`config.mk`:
```
export PLATFORM = sky130hd
export DESIGN_NAME = byte_lane_unit
export DESIGN_NICKNAME = d
export VERILOG_FILES = /design/src/rtl/blu_pkg.sv /design/src/rtl/blu_rst_sync.sv /design/src/rtl/blu_align_chk.sv /design/src/rtl/blu_lane_map.sv /design/src/rtl/blu_store_steer.sv /design/src/rtl/blu_load_extract.sv /design/src/rtl/byte_lane_unit.sv
export SDC_FILE = /design/constraint.sdc
export NUM_CORES = 1
export LEC_CHECK = 0
export ABC_AREA = 1
export BUFFER_PORTS_ARGS = -buffer_cell sky130_fd_sc_hd__buf_4
export CAP_MARGIN = 20
export CORE_MARGIN = 1.5
export CORE_UTILIZATION = 46
export CTS_BUF_LIST = sky130_fd_sc_hd__clkbuf_8 sky130_fd_sc_hd__clkbuf_16
export DETAILED_ROUTE_END_ITERATION = 6
export PLACE_DENSITY_LB_ADDON = 0.15
export SLEW_MARGIN = 20
export SYNTH_ARGS = -nofsm -noshare
export SYNTH_HDL_FRONTEND = slang
export SYNTH_SLANG_ARGS = --single-unit
```
`constraint.sdc`:
```
create_clock -name clk -period 3 [get_ports clk]
set_input_delay 0.3 -clock clk [delete_from_list [all_inputs] [get_ports clk]]
set_output_delay 0.3 -clock clk [all_outputs]
set_load 0.05 [all_outputs]
```
`src/rtl/blu_pkg.sv`:
```
package blu_pkg;
  localparam int LANE_W     = 8;
  localparam int WORD_BYTES = 4;
  localparam int DATA_W     = LANE_W * WORD_BYTES;
  localparam int OFS_W      = $clog2(WORD_BYTES);

  typedef enum logic [1:0] {
    SZ_BYTE = 2'b00,
    SZ_HALF = 2'b01,
    SZ_WORD = 2'b10,
    SZ_RSVD = 2'b11
  } acc_size_e;

  function automatic int size_bytes(acc_size_e s);
    case (s)
      SZ_BYTE: return 1;
      SZ_HALF: return 2;
      SZ_WORD: return WORD_BYTES;
      default: return 0;
    endcase
  endfunction
endpackage

```
`src/rtl/blu_rst_sync.sv`:
```
module blu_rst_sync (
  input  logic clk,
  input  logic rst_n,
  output logic rst_q_n
);
  logic meta_q;

  always_ff @(posedge clk or negedge rst_n) begin
    if (!rst_n) begin
      meta_q  <= 1'b0;
      rst_q_n <= 1'b0;
    end else begin
      meta_q  <= 1'b1;
      rst_q_n <= meta_q;
    end
  end
endmodule

```
`src/rtl/blu_align_chk.sv`:
```
module blu_align_chk
  import blu_pkg::*;
(
  input  logic [OFS_W-1:0] ofs,
  input  acc_size_e        size,
  output logic             err
);
  // Legal when the low offset bits below the access length are all zero.
  always_comb begin
    case (size)
      SZ_BYTE: err = 1'b0;
      SZ_HALF: err = ofs[0];
      SZ_WORD: err = |ofs;
      default: err = 1'b1;
    endcase
  end
endmodule

```
`src/rtl/blu_lane_map.sv`:
```
module blu_lane_map
  import blu_pkg::*;
(
  input  logic [OFS_W-1:0]      ofs,
  input  acc_size_e             size,
  input  logic                  big_endian,
  input  logic                  err,
  output logic [OFS_W-1:0]      lo_lane,
  output logic [WORD_BYTES-1:0] byte_en
);
  int nbytes;

  // Lowest lane touched by the access; the big-endian case mirrors offsets.
  always_comb begin
    nbytes = size_bytes(size);
    case (size)
      SZ_BYTE: lo_lane = big_endian ? ~ofs : ofs;
      SZ_HALF: lo_lane = big_endian ? {~ofs[1], 1'b0} : {ofs[1], 1'b0};
      default: lo_lane = '0;
    endcase
  end

  for (genvar i = 0; i < WORD_BYTES; i++) begin : g_lane
    assign byte_en[i] = !err && (i >= int'(lo_lane)) && (i < int'(lo_lane) + nbytes);
  end
endmodule

```
`src/rtl/blu_store_steer.sv`:
```
module blu_store_steer
  import blu_pkg::*;
(
  input  logic [DATA_W-1:0] wdata,
  input  acc_size_e         size,
  output logic [DATA_W-1:0] lane_wdata
);
  // Replication places the item in every lane it could occupy, so the
  // byte order only has to be applied through the lane enables.
  for (genvar i = 0; i < WORD_BYTES; i++) begin : g_lane
    always_comb begin
      case (size)
        SZ_BYTE: lane_wdata[i*LANE_W +: LANE_W] = wdata[0 +: LANE_W];
        SZ_HALF: lane_wdata[i*LANE_W +: LANE_W] = wdata[(i % 2)*LANE_W +: LANE_W];
        default: lane_wdata[i*LANE_W +: LANE_W] = wdata[i*LANE_W +: LANE_W];
      endcase
    end
  end
endmodule

```
`src/rtl/blu_load_extract.sv`:
```
module blu_load_extract
  import blu_pkg::*;
(
  input  logic [DATA_W-1:0] rdata,
  input  logic [OFS_W-1:0]  lo_lane,
  input  acc_size_e         size,
  input  logic              signed_ld,
  input  logic              err,
  output logic [DATA_W-1:0] rd_data
);
  logic [DATA_W-1:0] shifted;

  always_comb begin
    shifted = rdata >> {lo_lane, 3'b000};
    if (err) begin
      rd_data = '0;
    end else begin
      case (size)
        SZ_BYTE: rd_data = {{(DATA_W-LANE_W){signed_ld & shifted[LANE_W-1]}},
                            shifted[LANE_W-1:0]};
        SZ_HALF: rd_data = {{(DATA_W-2*LANE_W){signed_ld & shifted[2*LANE_W-1]}},
                            shifted[2*LANE_W-1:0]};
        default: rd_data = shifted;
      endcase
    end
  end
endmodule

```
`src/rtl/byte_lane_unit.sv`:
```
module byte_lane_unit
  import blu_pkg::*;
#(
  parameter int ADDR_W  = 12,
  parameter bit OUT_REG = 1'b1
) (
  input  logic                  clk,
  input  logic                  rst_n,
  input  logic [ADDR_W-1:0]     addr,
  input  logic [1:0]            size,
  input  logic                  we,
  input  logic                  big_endian,
  input  logic                  signed_ld,
  input  logic [DATA_W-1:0]     wdata,
  input  logic [DATA_W-1:0]     mem_rdata,
  output logic [ADDR_W-OFS_W-1:0] word_idx,
  output logic [WORD_BYTES-1:0] byte_en,
  output logic [DATA_W-1:0]     lane_wdata,
  output logic                  mem_we,
  output logic [DATA_W-1:0]     rd_data,
  output logic                  align_err
);
  localparam int IDX_W = ADDR_W - OFS_W;

  typedef struct packed {
    logic [IDX_W-1:0]      idx;
    logic [WORD_BYTES-1:0] be;
    logic [DATA_W-1:0]     wd;
    logic                  we;
    logic [DATA_W-1:0]     rd;
    logic                  err;
  } resp_t;

  acc_size_e        size_e;
  logic [OFS_W-1:0] ofs;
  logic [OFS_W-1:0] lo_lane;
  logic             err_c;
  logic [WORD_BYTES-1:0] be_c;
  logic [DATA_W-1:0] wd_c;
  logic [DATA_W-1:0] rd_c;
  logic             rst_q_n;
  resp_t            resp_nxt;
  resp_t            resp_out;

  assign size_e = acc_size_e'(size);
  assign ofs    = addr[OFS_W-1:0];

  blu_rst_sync u_rst_sync (
    .clk     (clk),
    .rst_n   (rst_n),
    .rst_q_n (rst_q_n)
  );

  blu_align_chk u_align (
    .ofs  (ofs),
    .size (size_e),
    .err  (err_c)
  );

  blu_lane_map u_map (
    .ofs        (ofs),
    .size       (size_e),
    .big_endian (big_endian),
    .err        (err_c),
    .lo_lane    (lo_lane),
    .byte_en    (be_c)
  );

  blu_store_steer u_steer (
    .wdata      (wdata),
    .size       (size_e),
    .lane_wdata (wd_c)
  );

  blu_load_extract u_extract (
    .rdata     (mem_rdata),
    .lo_lane   (lo_lane),
    .size      (size_e),
    .signed_ld (signed_ld),
    .err       (err_c),
    .rd_data   (rd_c)
  );

  always_comb begin
    resp_nxt.idx = addr[ADDR_W-1:OFS_W];
    resp_nxt.be  = be_c;
    resp_nxt.wd  = wd_c;
    resp_nxt.we  = we & ~err_c;
    resp_nxt.rd  = rd_c;
    resp_nxt.err = err_c;
  end

  if (OUT_REG) begin : g_out_reg
    resp_t resp_q;
    always_ff @(posedge clk or negedge rst_q_n) begin
      if (!rst_q_n) resp_q <= '0;
      else          resp_q <= resp_nxt;
    end
    assign resp_out = resp_q;
  end else begin : g_out_comb
    assign resp_out = resp_nxt;
  end

  assign word_idx   = resp_out.idx;
  assign byte_en    = resp_out.be;
  assign lane_wdata = resp_out.wd;
  assign mem_we     = resp_out.we;
  assign rd_data    = resp_out.rd;
  assign align_err  = resp_out.err;
endmodule

```
==> results of run 1 <==
## repair_timing
item | in CTS | in global routing
hold buffers | 1 | 0
endpoints found under the setup margin | 0 | 0
hold endpoints to repair | 2 | 0
## worst max-delay path: stages
cell and delay, ns:
sky130_fd_sc_hd__buf_4 0.31, sky130_fd_sc_hd__inv_4 0.18, sky130_fd_sc_hd__nand3_4 0.19, sky130_fd_sc_hd__inv_2 0.15, sky130_fd_sc_hd__fa_1 0.45, sky130_fd_sc_hd__o21ai_0 0.30
sky130_fd_sc_hd__a21oi_1 0.12
## metal layers
| metal | routed length [um] | vias up | global-route usage (%) |
|---|---|---|---|
| li1 | - | 1472 | - |
| met2 | 4240 | 119 | 37.8 |
| met5 | 0 | - | 0 |
| met3 | 680 | 15 | 5.58 |
| met4 | 175 | 0 | 9.52 |
| met1 | 3560 | 1392 | 27.4 |
## cells by family after synthesis
kind of cell | after synthesis | synth area share [%]
AO/OA/AOI/OAI | 67 | 11.1
adder cells (fa/ha/maj) | 3 | 1.30
buffers and inverters | 78 | 9.80
flip-flops | 82 | 59.1
other | 1 | 0.108
AND/OR/NAND/NOR | 138 | 18.6
## report_power, final
group	total (uW)	switching, uW	leakage, uW	internal (uW)
Combinational	725	489	0.00167	236
Clock	778	437	0.0000998	341
Sequential	1230	42.4	0.00102	1180
## state kept, by name (all words and copies together) (netlist names)
register / count
rd_data: 32
u_rst_sync.rst_q_n: 1
u_rst_sync.meta_q: 1
mem_we: 1
lane_wdata: 32
byte_en: 4
word_idx: 10
align_err: 1
## how the worst max path moves through the flow
| stage | depth (start not counted) | end | slack, ns |
|---|---|---|---|
| 2_1_floorplan | 0 | align_err | 0.55 |
| 3_3_place_gp | 7 | byte_en[2] | 0.95 |
| 3_5_place_dp | 7 | byte_en[2] | 0.86 |
| 4_1_cts | 7 | byte_en[2] | 1.24 |
| 5_1_grt | 7 | byte_en[2] | 1.10 |
| 6_report | 7 | byte_en[2] | 1.22 |
## metrics by stage
stage | std cells | power (uW)
after detailed placement | 619 | 1980
after global routing | 636 | 2840
after CTS | 636 | 2750
final | 636 | 2730
after floorplan | 369 | 1710
after global placement | 619 | 1970
## layout make-up
class	instances	area, um^2
Sequential cell	82	2060
Tap cell	99	124
Clock buffer	10	138
Timing Repair Buffer	166	1250
Clock inverter	6	55.1
Fill cell	629	2350
Multi-Input combinational cell	209	1080
Inverter	64	243
## cells in the final DEF, fill, tap and decap left out, types with 2 or more instances in the layout
cell type                  instances
sky130_fd_sc_hd__clkbuf_8         10
sky130_fd_sc_hd__buf_4           165
sky130_fd_sc_hd__nor2_1           14
sky130_fd_sc_hd__nand3_4           4
sky130_fd_sc_hd__clkinv_4          2
sky130_fd_sc_hd__nor2_2            2
sky130_fd_sc_hd__nand2_1          90
sky130_fd_sc_hd__inv_1            57
sky130_fd_sc_hd__o21ai_2           5
sky130_fd_sc_hd__nand4_1           3
sky130_fd_sc_hd__nor3_1            8
sky130_fd_sc_hd__nand3_1          10
sky130_fd_sc_hd__inv_2             6
sky130_fd_sc_hd__ha_1              2
sky130_fd_sc_hd__dfrtp_1          81
sky130_fd_sc_hd__o211ai_1          8
sky130_fd_sc_hd__nand2_2           2
sky130_fd_sc_hd__o21ai_0          33
sky130_fd_sc_hd__nand3_2           2
sky130_fd_sc_hd__inv_6             3
sky130_fd_sc_hd__a21oi_1          19
==> results by stage, run 1 <==
Yosys:
- In this run the biggest area consumer among cell types represents 59.1% of the synthesized area.
- In the synthesized netlist the dominant register cell turns out to be sky130_fd_sc_hd__dfrtp_1.
- Synthesis inferred 82 register bits.
- Counting instances in the post-synthesis netlist gives the leading cell types as 90 x sky130_fd_sc_hd__nand2_1, 82 x sky130_fd_sc_hd__dfrtp_1, 57 x sky130_fd_sc_hd__inv_1.
- Among all cell types in the netlist, the one instantiated most often is sky130_fd_sc_hd__nand2_1.
- After synthesis, the mean cell area works out to 9.41 um^2.
- The proportion of synthesized flip-flops having asynchronous set or reset is 100%.
- The net count after synthesis is 455.
- Synthesis handed over a netlist of 369 instances.
- The synthesis warning total is 0.
- Yosys mapped a number of flops with a built-in enable equal to 0.
- The count of different cell masters after synthesis is 29.
- The cell taking the most area after synthesis is sky130_fd_sc_hd__dfrtp_1.
- Ranked by total cell area, the synthesized netlist is headed by sky130_fd_sc_hd__dfrtp_1 59%, sky130_fd_sc_hd__nand2_1 9.7%, sky130_fd_sc_hd__inv_1 6.2%.
- Summing the sequential cell areas from Yosys gives 59.1% of the chip area.
- After synthesis the cells add up to 0.00347 mm^2.

STA:
- Setup slack on the critical path of the routed design comes to 1.22 ns.
- The final critical path time including I/O delays and setup is 1.78 ns.
- The number of endpoints with negative hold slack in the final report is 0.
- At the pin with the least slew margin, the transition time is 0.974 ns.
- The setup violation total in the final timing report is 0.
- On the final layout, the worst clock skew is 0.00919 ns.
- For this run, the top clock speed supported by timing is 562 MHz.
- The headroom to the max-slew limit is 35.1%.
- The final count of pins violating max slew is 0.
- For the final routed database, the setup TNS stands at 0 ns.
- Setup repair after global routing left no endpoint under its margin.
- The post-route fraction of the period consumed by the critical path is 59.3%.
- The worst hold margin is 0.0422 ns.

Drt:
- The routed layout has 2998 vias.
- After detailed routing, the average wire length per cell comes to 13.6 um.
- For this block, the routed nets add up to 8660 um of wire.
- The count of nets left with antenna violations once routing finished came out at 0.
- The post-detailed-route via-to-cell ratio is 4.71.
- After detailed routing, the number of remaining DRC violations is 0.
- In this run, the number of DRC markers left after iteration 0 of detailed routing was 145.
- The first TritonRoute pass finished after 4 iterations.

Worst setup path:
- The worst setup path startpoint is size[1].
- The launch point of the worst reg-to-reg path is u_rst_sync.rst_q_n.
- The worst setup path is of the input pin to flop kind.
- The count of cells along the worst register-to-register path is 0.
- The endpoint of the lowest-slack register-to-register path is rd_data[12].
- The worst setup path is launched from an input pin.
- For flop-to-flop paths, the worst setup slack is 1.87 ns.
- The endpoint required time on the critical path is 3.22 ns.
- STA classifies the critical path endpoint as a flop.
- STA puts the critical path data arrival time at 2.00 ns.
- In this run the worst path has a maximum fanout of 29.

Hold path:
- The worst hold path belongs to the class input pin to flop.
- The start point of the worst hold path is addr[4].
- The terminating pin of the worst hold path is word_idx[2].
- The number of instances on the worst hold path is 1.

Die:
- The number of top-level pins is 163.
- From bottom edge to top edge, the die measures 89.9 um.
- The die footprint is 0.00808 mm^2.
- The starting density of the core is 47.6%.
- The total core area is 0.00729 mm^2.
- The number of placement rows is 31.
- In this run the horizontal extent of the chip is 89.9 um.

GRT:
- The via count of the first global-routing pass is 2974.
- The total track usage is 22.4%.
- The wire length of the first global-routing pass is 14200 um.
- Global routing finished with a remaining overflow of 0.
- The pin count of the biggest net entering global routing is 81.
- The initial antenna violation count was 0.

CTS:
- The clock edge transition at the registers on the reported setup and hold paths is 0.09 ns.
- Once the clock tree was built, the resizer swapped 0 gates to a different size.
- The worst-case clock buffer depth is 2.
- The buffer count from post-CTS setup fixing is 0.
- The tree is rooted in a sky130_fd_sc_hd__clkbuf_8.
- TritonCTS built the clock tree.
- Clock tree synthesis inserted a total of 9 buffers.
- CTS saw 82 sinks.
- The H-tree generated during clock tree synthesis spans 3 levels.
- The clock network latency to the later pin of the worst-skew pair is 0.35 ns.

Power:
- The largest voltage drop on the vdd net is 308 uV.
- The leakage power summed over all cells is 0.00279 uW.
- The power density over cell area is 552 mW/mm^2.

Place:
- The standard cell area after detailed placement is 0.00474 mm^2.
- In this run the tool buffered the top-level ports with 162 buffer cells.
- The final estimated routing congestion in global placement is 0.887.
- The wire-length estimate of the detail-placed layout is 6400 um.
- The worst-case setup slack after placement is 0.861 ns.

Finish:
- At the end of the flow the core is filled with cells to 67.8%.
- In the final design database the tool counted 618 nets.
- After routing the design area is 0.00494 mm^2.
- The diode insertion count for antenna repair is 0.
- Of the cells placed in the final design, the portion with a size suffix greater than 1 is 38.7%.
- The layout overhead on the synthesized area is 42.4%.

Run status:
- The flow ran to the end, and the final reports show no timing, DRC or antenna violations.

Job:
- The tool flagged a number of max-cap violations equal to 0.
Note: power is estimated with default switching activity, not from simulation.
==> run 2: changes to the inputs <==
clock period = 1.8 ns   (was 3 ns; I/O delays follow)
==> run 2 against run 1 <==
  * Clock-buffer cell count unchanged
  * Via count up 5.4%
  * Setup slack worse by 0.87 ns
  * Non-clock buffer count up 27
  * Clock skew up 0.0080 ns
  * Combinational power up 78%
  * Sequential cell count unchanged
  * Sequential power up 64%
  * Sequential share of layout area down 2.2 points
  * Critical path type unchanged
  * Largest cell class unchanged
==> results by stage, run 2 (same netlist as run 1, synthesis figures left out) <==
Power:
- The internal power component is 3090 uW (was 1760 uW).
- The largest voltage drop on the vdd net is 550 uV (was 308 uV).
- The net switching component of the power is 1590 uW (was 968 uW).
- The sequential cell fraction of total power is 43.2% (was 44.9%).
- The proportion of total power due to net switching is 34.0% (was 35.5%).
- The total design power was 4690 uW (was 2730 uW).
- The leakage power summed over all cells is 0.00291 uW (was 0.00279 uW).
- The power density over cell area was 899 mW/mm^2 (was 552 mW/mm^2).
- The combinational fraction of design power is 27.5% (was 26.6%).
- The clock network power share is 29.3% (was 28.5%).

Drt:
- The violation count after the first detailed-routing iteration is 127 (was 145).
- The average wire per standard cell is 14.1 um (was 13.6 um).
- The final wirelength came to 9350 um (was 8660 um).
- The number of iterations in the first detailed-routing pass is 4 (unchanged).
- The final routed DRC violation total came to 0 (unchanged).
- The number of nets still failing antenna checks after routing was 0 (unchanged).
- The via total after detailed routing is 3160 (was 2998).
- The post-detailed-route via-to-cell ratio is 4.77 (was 4.71).

CTS:
- The worst-case clock buffer depth is 2 (unchanged).
- The clock network latency to the later pin of the worst-skew pair is 0.35 ns (about the same).
- The number of buffers added by the clock tree synthesis step is 9 (unchanged).
- The clock edge transition at the registers on the reported setup and hold paths is 0.09 ns (about the same).
- The cell chosen for the clock root is sky130_fd_sc_hd__clkbuf_8 (unchanged).
- The CTS tree is done (unchanged).
- The clock net sink count is 82 (unchanged).
- The number of H-tree levels was 3 (unchanged).

Place:
- The total of buffers placed on input and output ports was 162 (unchanged).
- The HPWL after detailed placement is 6720 um (was 6400 um).
- The final estimated routing congestion in global placement was 0.858 (was 0.887).
- The number of instances in the placed design is 628 (was 619).
- The standard cell area after detailed placement is 0.00482 mm^2 (was 0.00474 mm^2).

Worst setup path:
- The sort of element at the end of the critical path is a flop (unchanged).
- Chain of cells forming the critical path: buf_4, inv_1, nand2_1, nand3_4, inv_2, ha_1, fa_1, o21ai_0, a21oi_1 (was buf_4, inv_4, nand3_4, inv_2, fa_1, o21ai_0, a21oi_1).
- The startpoint class of the critical path is an input pin (unchanged).
- The largest stage delay on the critical path is 0.38 ns (was 0.45 ns).
- The endpoint required time on the critical path came to 2.02 ns (was 3.22 ns).
- The largest fanout on the critical path is 4 (was 29).
- The category of the most critical setup path is input pin to flop (unchanged).
- The setup slack of the worst register-to-register path is 0.98 ns (was 1.87 ns).
- The data arrival time at the worst-slack endpoint was 1.67 ns (was 2.00 ns).
- The worst-path cell with the longest stage delay is sky130_fd_sc_hd__fa_1 (unchanged).

Job:
- The max-cap check violation count was 0 (unchanged).

GRT:
- The total overflow reported by the global router is 0 (unchanged).
- The initial antenna violation count is 0 (unchanged).
- The met3 demand-to-capacity share in global routing is 4.99% (was 5.58%).
- The total track usage is 23.9% (was 22.4%).
- The met2 track demand over resource in global routing is 41.0% (was 37.8%).
- The met1 capacity usage during global routing is 29.4% (was 27.4%).
- The pin count of the biggest net entering global routing is 39 (was 81).
- The most utilized layer in the global route result is met2 (unchanged).
- The via count of the first global-routing pass is 3163 (was 2974).
- The wire length of the first global-routing pass is 15100 um (was 14200 um).

STA:
- The setup violation total in the final timing report is 0 (unchanged).
- The worst hold margin came to 0.0185 ns (was 0.0422 ns).
- The post-route fraction of the period consumed by the critical path is 80.7%.
- The final count of pins violating max slew is 0 (unchanged).
- RSZ-0062 raised after global routing: false (unchanged).
- The worst clock skew is 0.0172 ns (was 0.00919 ns).
- The final critical path time including I/O delays and setup is 1.45 ns.
- The maximum clock frequency is 688 MHz.
- The number of endpoints with negative hold slack in the final report came to 0 (unchanged).

Finish:
- The commonest non-fill, non-tap cell in the layout was sky130_fd_sc_hd__buf_4 (unchanged).
- The fill cell total of the finished layout came to 565 (was 629).
- The number of nets in the final layout came to 645 (was 618).
- The final non-filler cell total was 663 (was 636).
- The cell area after layout came to 0.00522 mm^2 (was 0.00494 mm^2).
- The diode insertion count for antenna repair is 0 (unchanged).
- The layout overhead on the synthesized area is 50.2% (was 42.4%).
- Top library cells by usage in the layout, fill and taps aside: 173 x sky130_fd_sc_hd__buf_4, 90 x sky130_fd_sc_hd__nand2_1, 81 x sky130_fd_sc_hd__dfrtp_1 (was 165 x sky130_fd_sc_hd__buf_4, 90 x sky130_fd_sc_hd__nand2_1, 81 x sky130_fd_sc_hd__dfrtp_1).
- The share of cells above drive strength 1 came to 38.3% (was 38.7%).
- The utilization after layout is 71.5% (was 67.8%).

Die:
- The number of top-level pins came to 163 (unchanged).
- The total core area is 0.00729 mm^2 (unchanged).
- The starting density of the core was 47.6% (unchanged).
- The number of placement rows is 31 (unchanged).
- The width of the die is 89.9 um (unchanged).
- The vertical die dimension came to 89.9 um (unchanged).
- The die footprint was 0.00808 mm^2 (unchanged).

Hold path:
- The worst min-delay path category is input pin to flop (unchanged).

Run status:
- Result of the run: completed (unchanged).
## run 2: cell types whose count changed in the layout (fill, tap and decap cells not counted), sizes merged
| cell | previous run | this run |
|---|---|---|
| inv | 68 | 67 |
| clkinvlp | 0 | 2 |
| clkinv | 2 | 0 |
| buf | 165 | 174 |
| bufinv | 0 | 1 |
| dlygate4sd3 | 1 | 19 |
## run 2: worst max-delay path, delay by kind of cell
| family | cells | cell delay (ns) |
|---|---|---|
| adder cells (fa/ha/maj) | 2 | 0.58 |
| buffers and inverters | 3 | 0.22 |
| AND/OR/NAND/NOR | 2 | 0.24 |
| AO/OA/AOI/OAI | 2 | 0.44 |
## run 2: through the flow
stage,TNS (ns),setup WS (ns)
final,0,0.347
after global placement,0,0.105
after CTS,0,0.365
after global routing,0,0.222
after detailed placement,-0.00548,-0.00338
after floorplan,0,0.169
## run 2: repair_timing
| item | in CTS | in global routing |
|---|---|---|
| endpoints found under the hold margin | 20 | 0 |
| resized for setup | 0 | 0 |
| setup buffers | 0 | 0 |
| hold buffers | 19 | 0 |
## run 2: cell type report
cell class	count	area [um^2]	area share, %
sequential	82	2060	39.4
timing repair buffer	193	1510	28.9
multi-input combinational	209	1080	20.7
inverter	64	243	4.65
clock buffer	10	138	2.64
tap	99	124	2.37
clock inverter	6	66.3	1.27
## run 2: final timing paths
path                                    startpoint                 end  cells past startpoint
worst max-delay path                    big_endian          byte_en[2]                      9
min in group asynchronous                    rst_n  u_rst_sync.rst_q_n                      2
worst min-delay path                     wdata[23]      lane_wdata[23]                      3
worst min register to register  u_rst_sync.rst_q_n         word_idx[1]                      0
worst max register to register  u_rst_sync.rst_q_n       lane_wdata[4]                      1
max in group asynchronous       u_rst_sync.rst_q_n       lane_wdata[4]                      1
## run 2: metal layers
metal	up-vias	share of wire (%)
li1	1528	-
met1	1474	40
met2	144	50
met3	14	7.8
met4	0	2.3
met5	-	0
## run 2: power groups by stage
stage / registers [uW] / logic [uW] / clock network, uW
global route: 2040 / 1370 / 1460
detailed placement: 2060 / 1260 / 0
global placement: 2060 / 1240 / 0
floorplan: 2550 / 294 / 0
CTS: 2030 / 1290 / 1400
finish: 2020 / 1290 / 1370
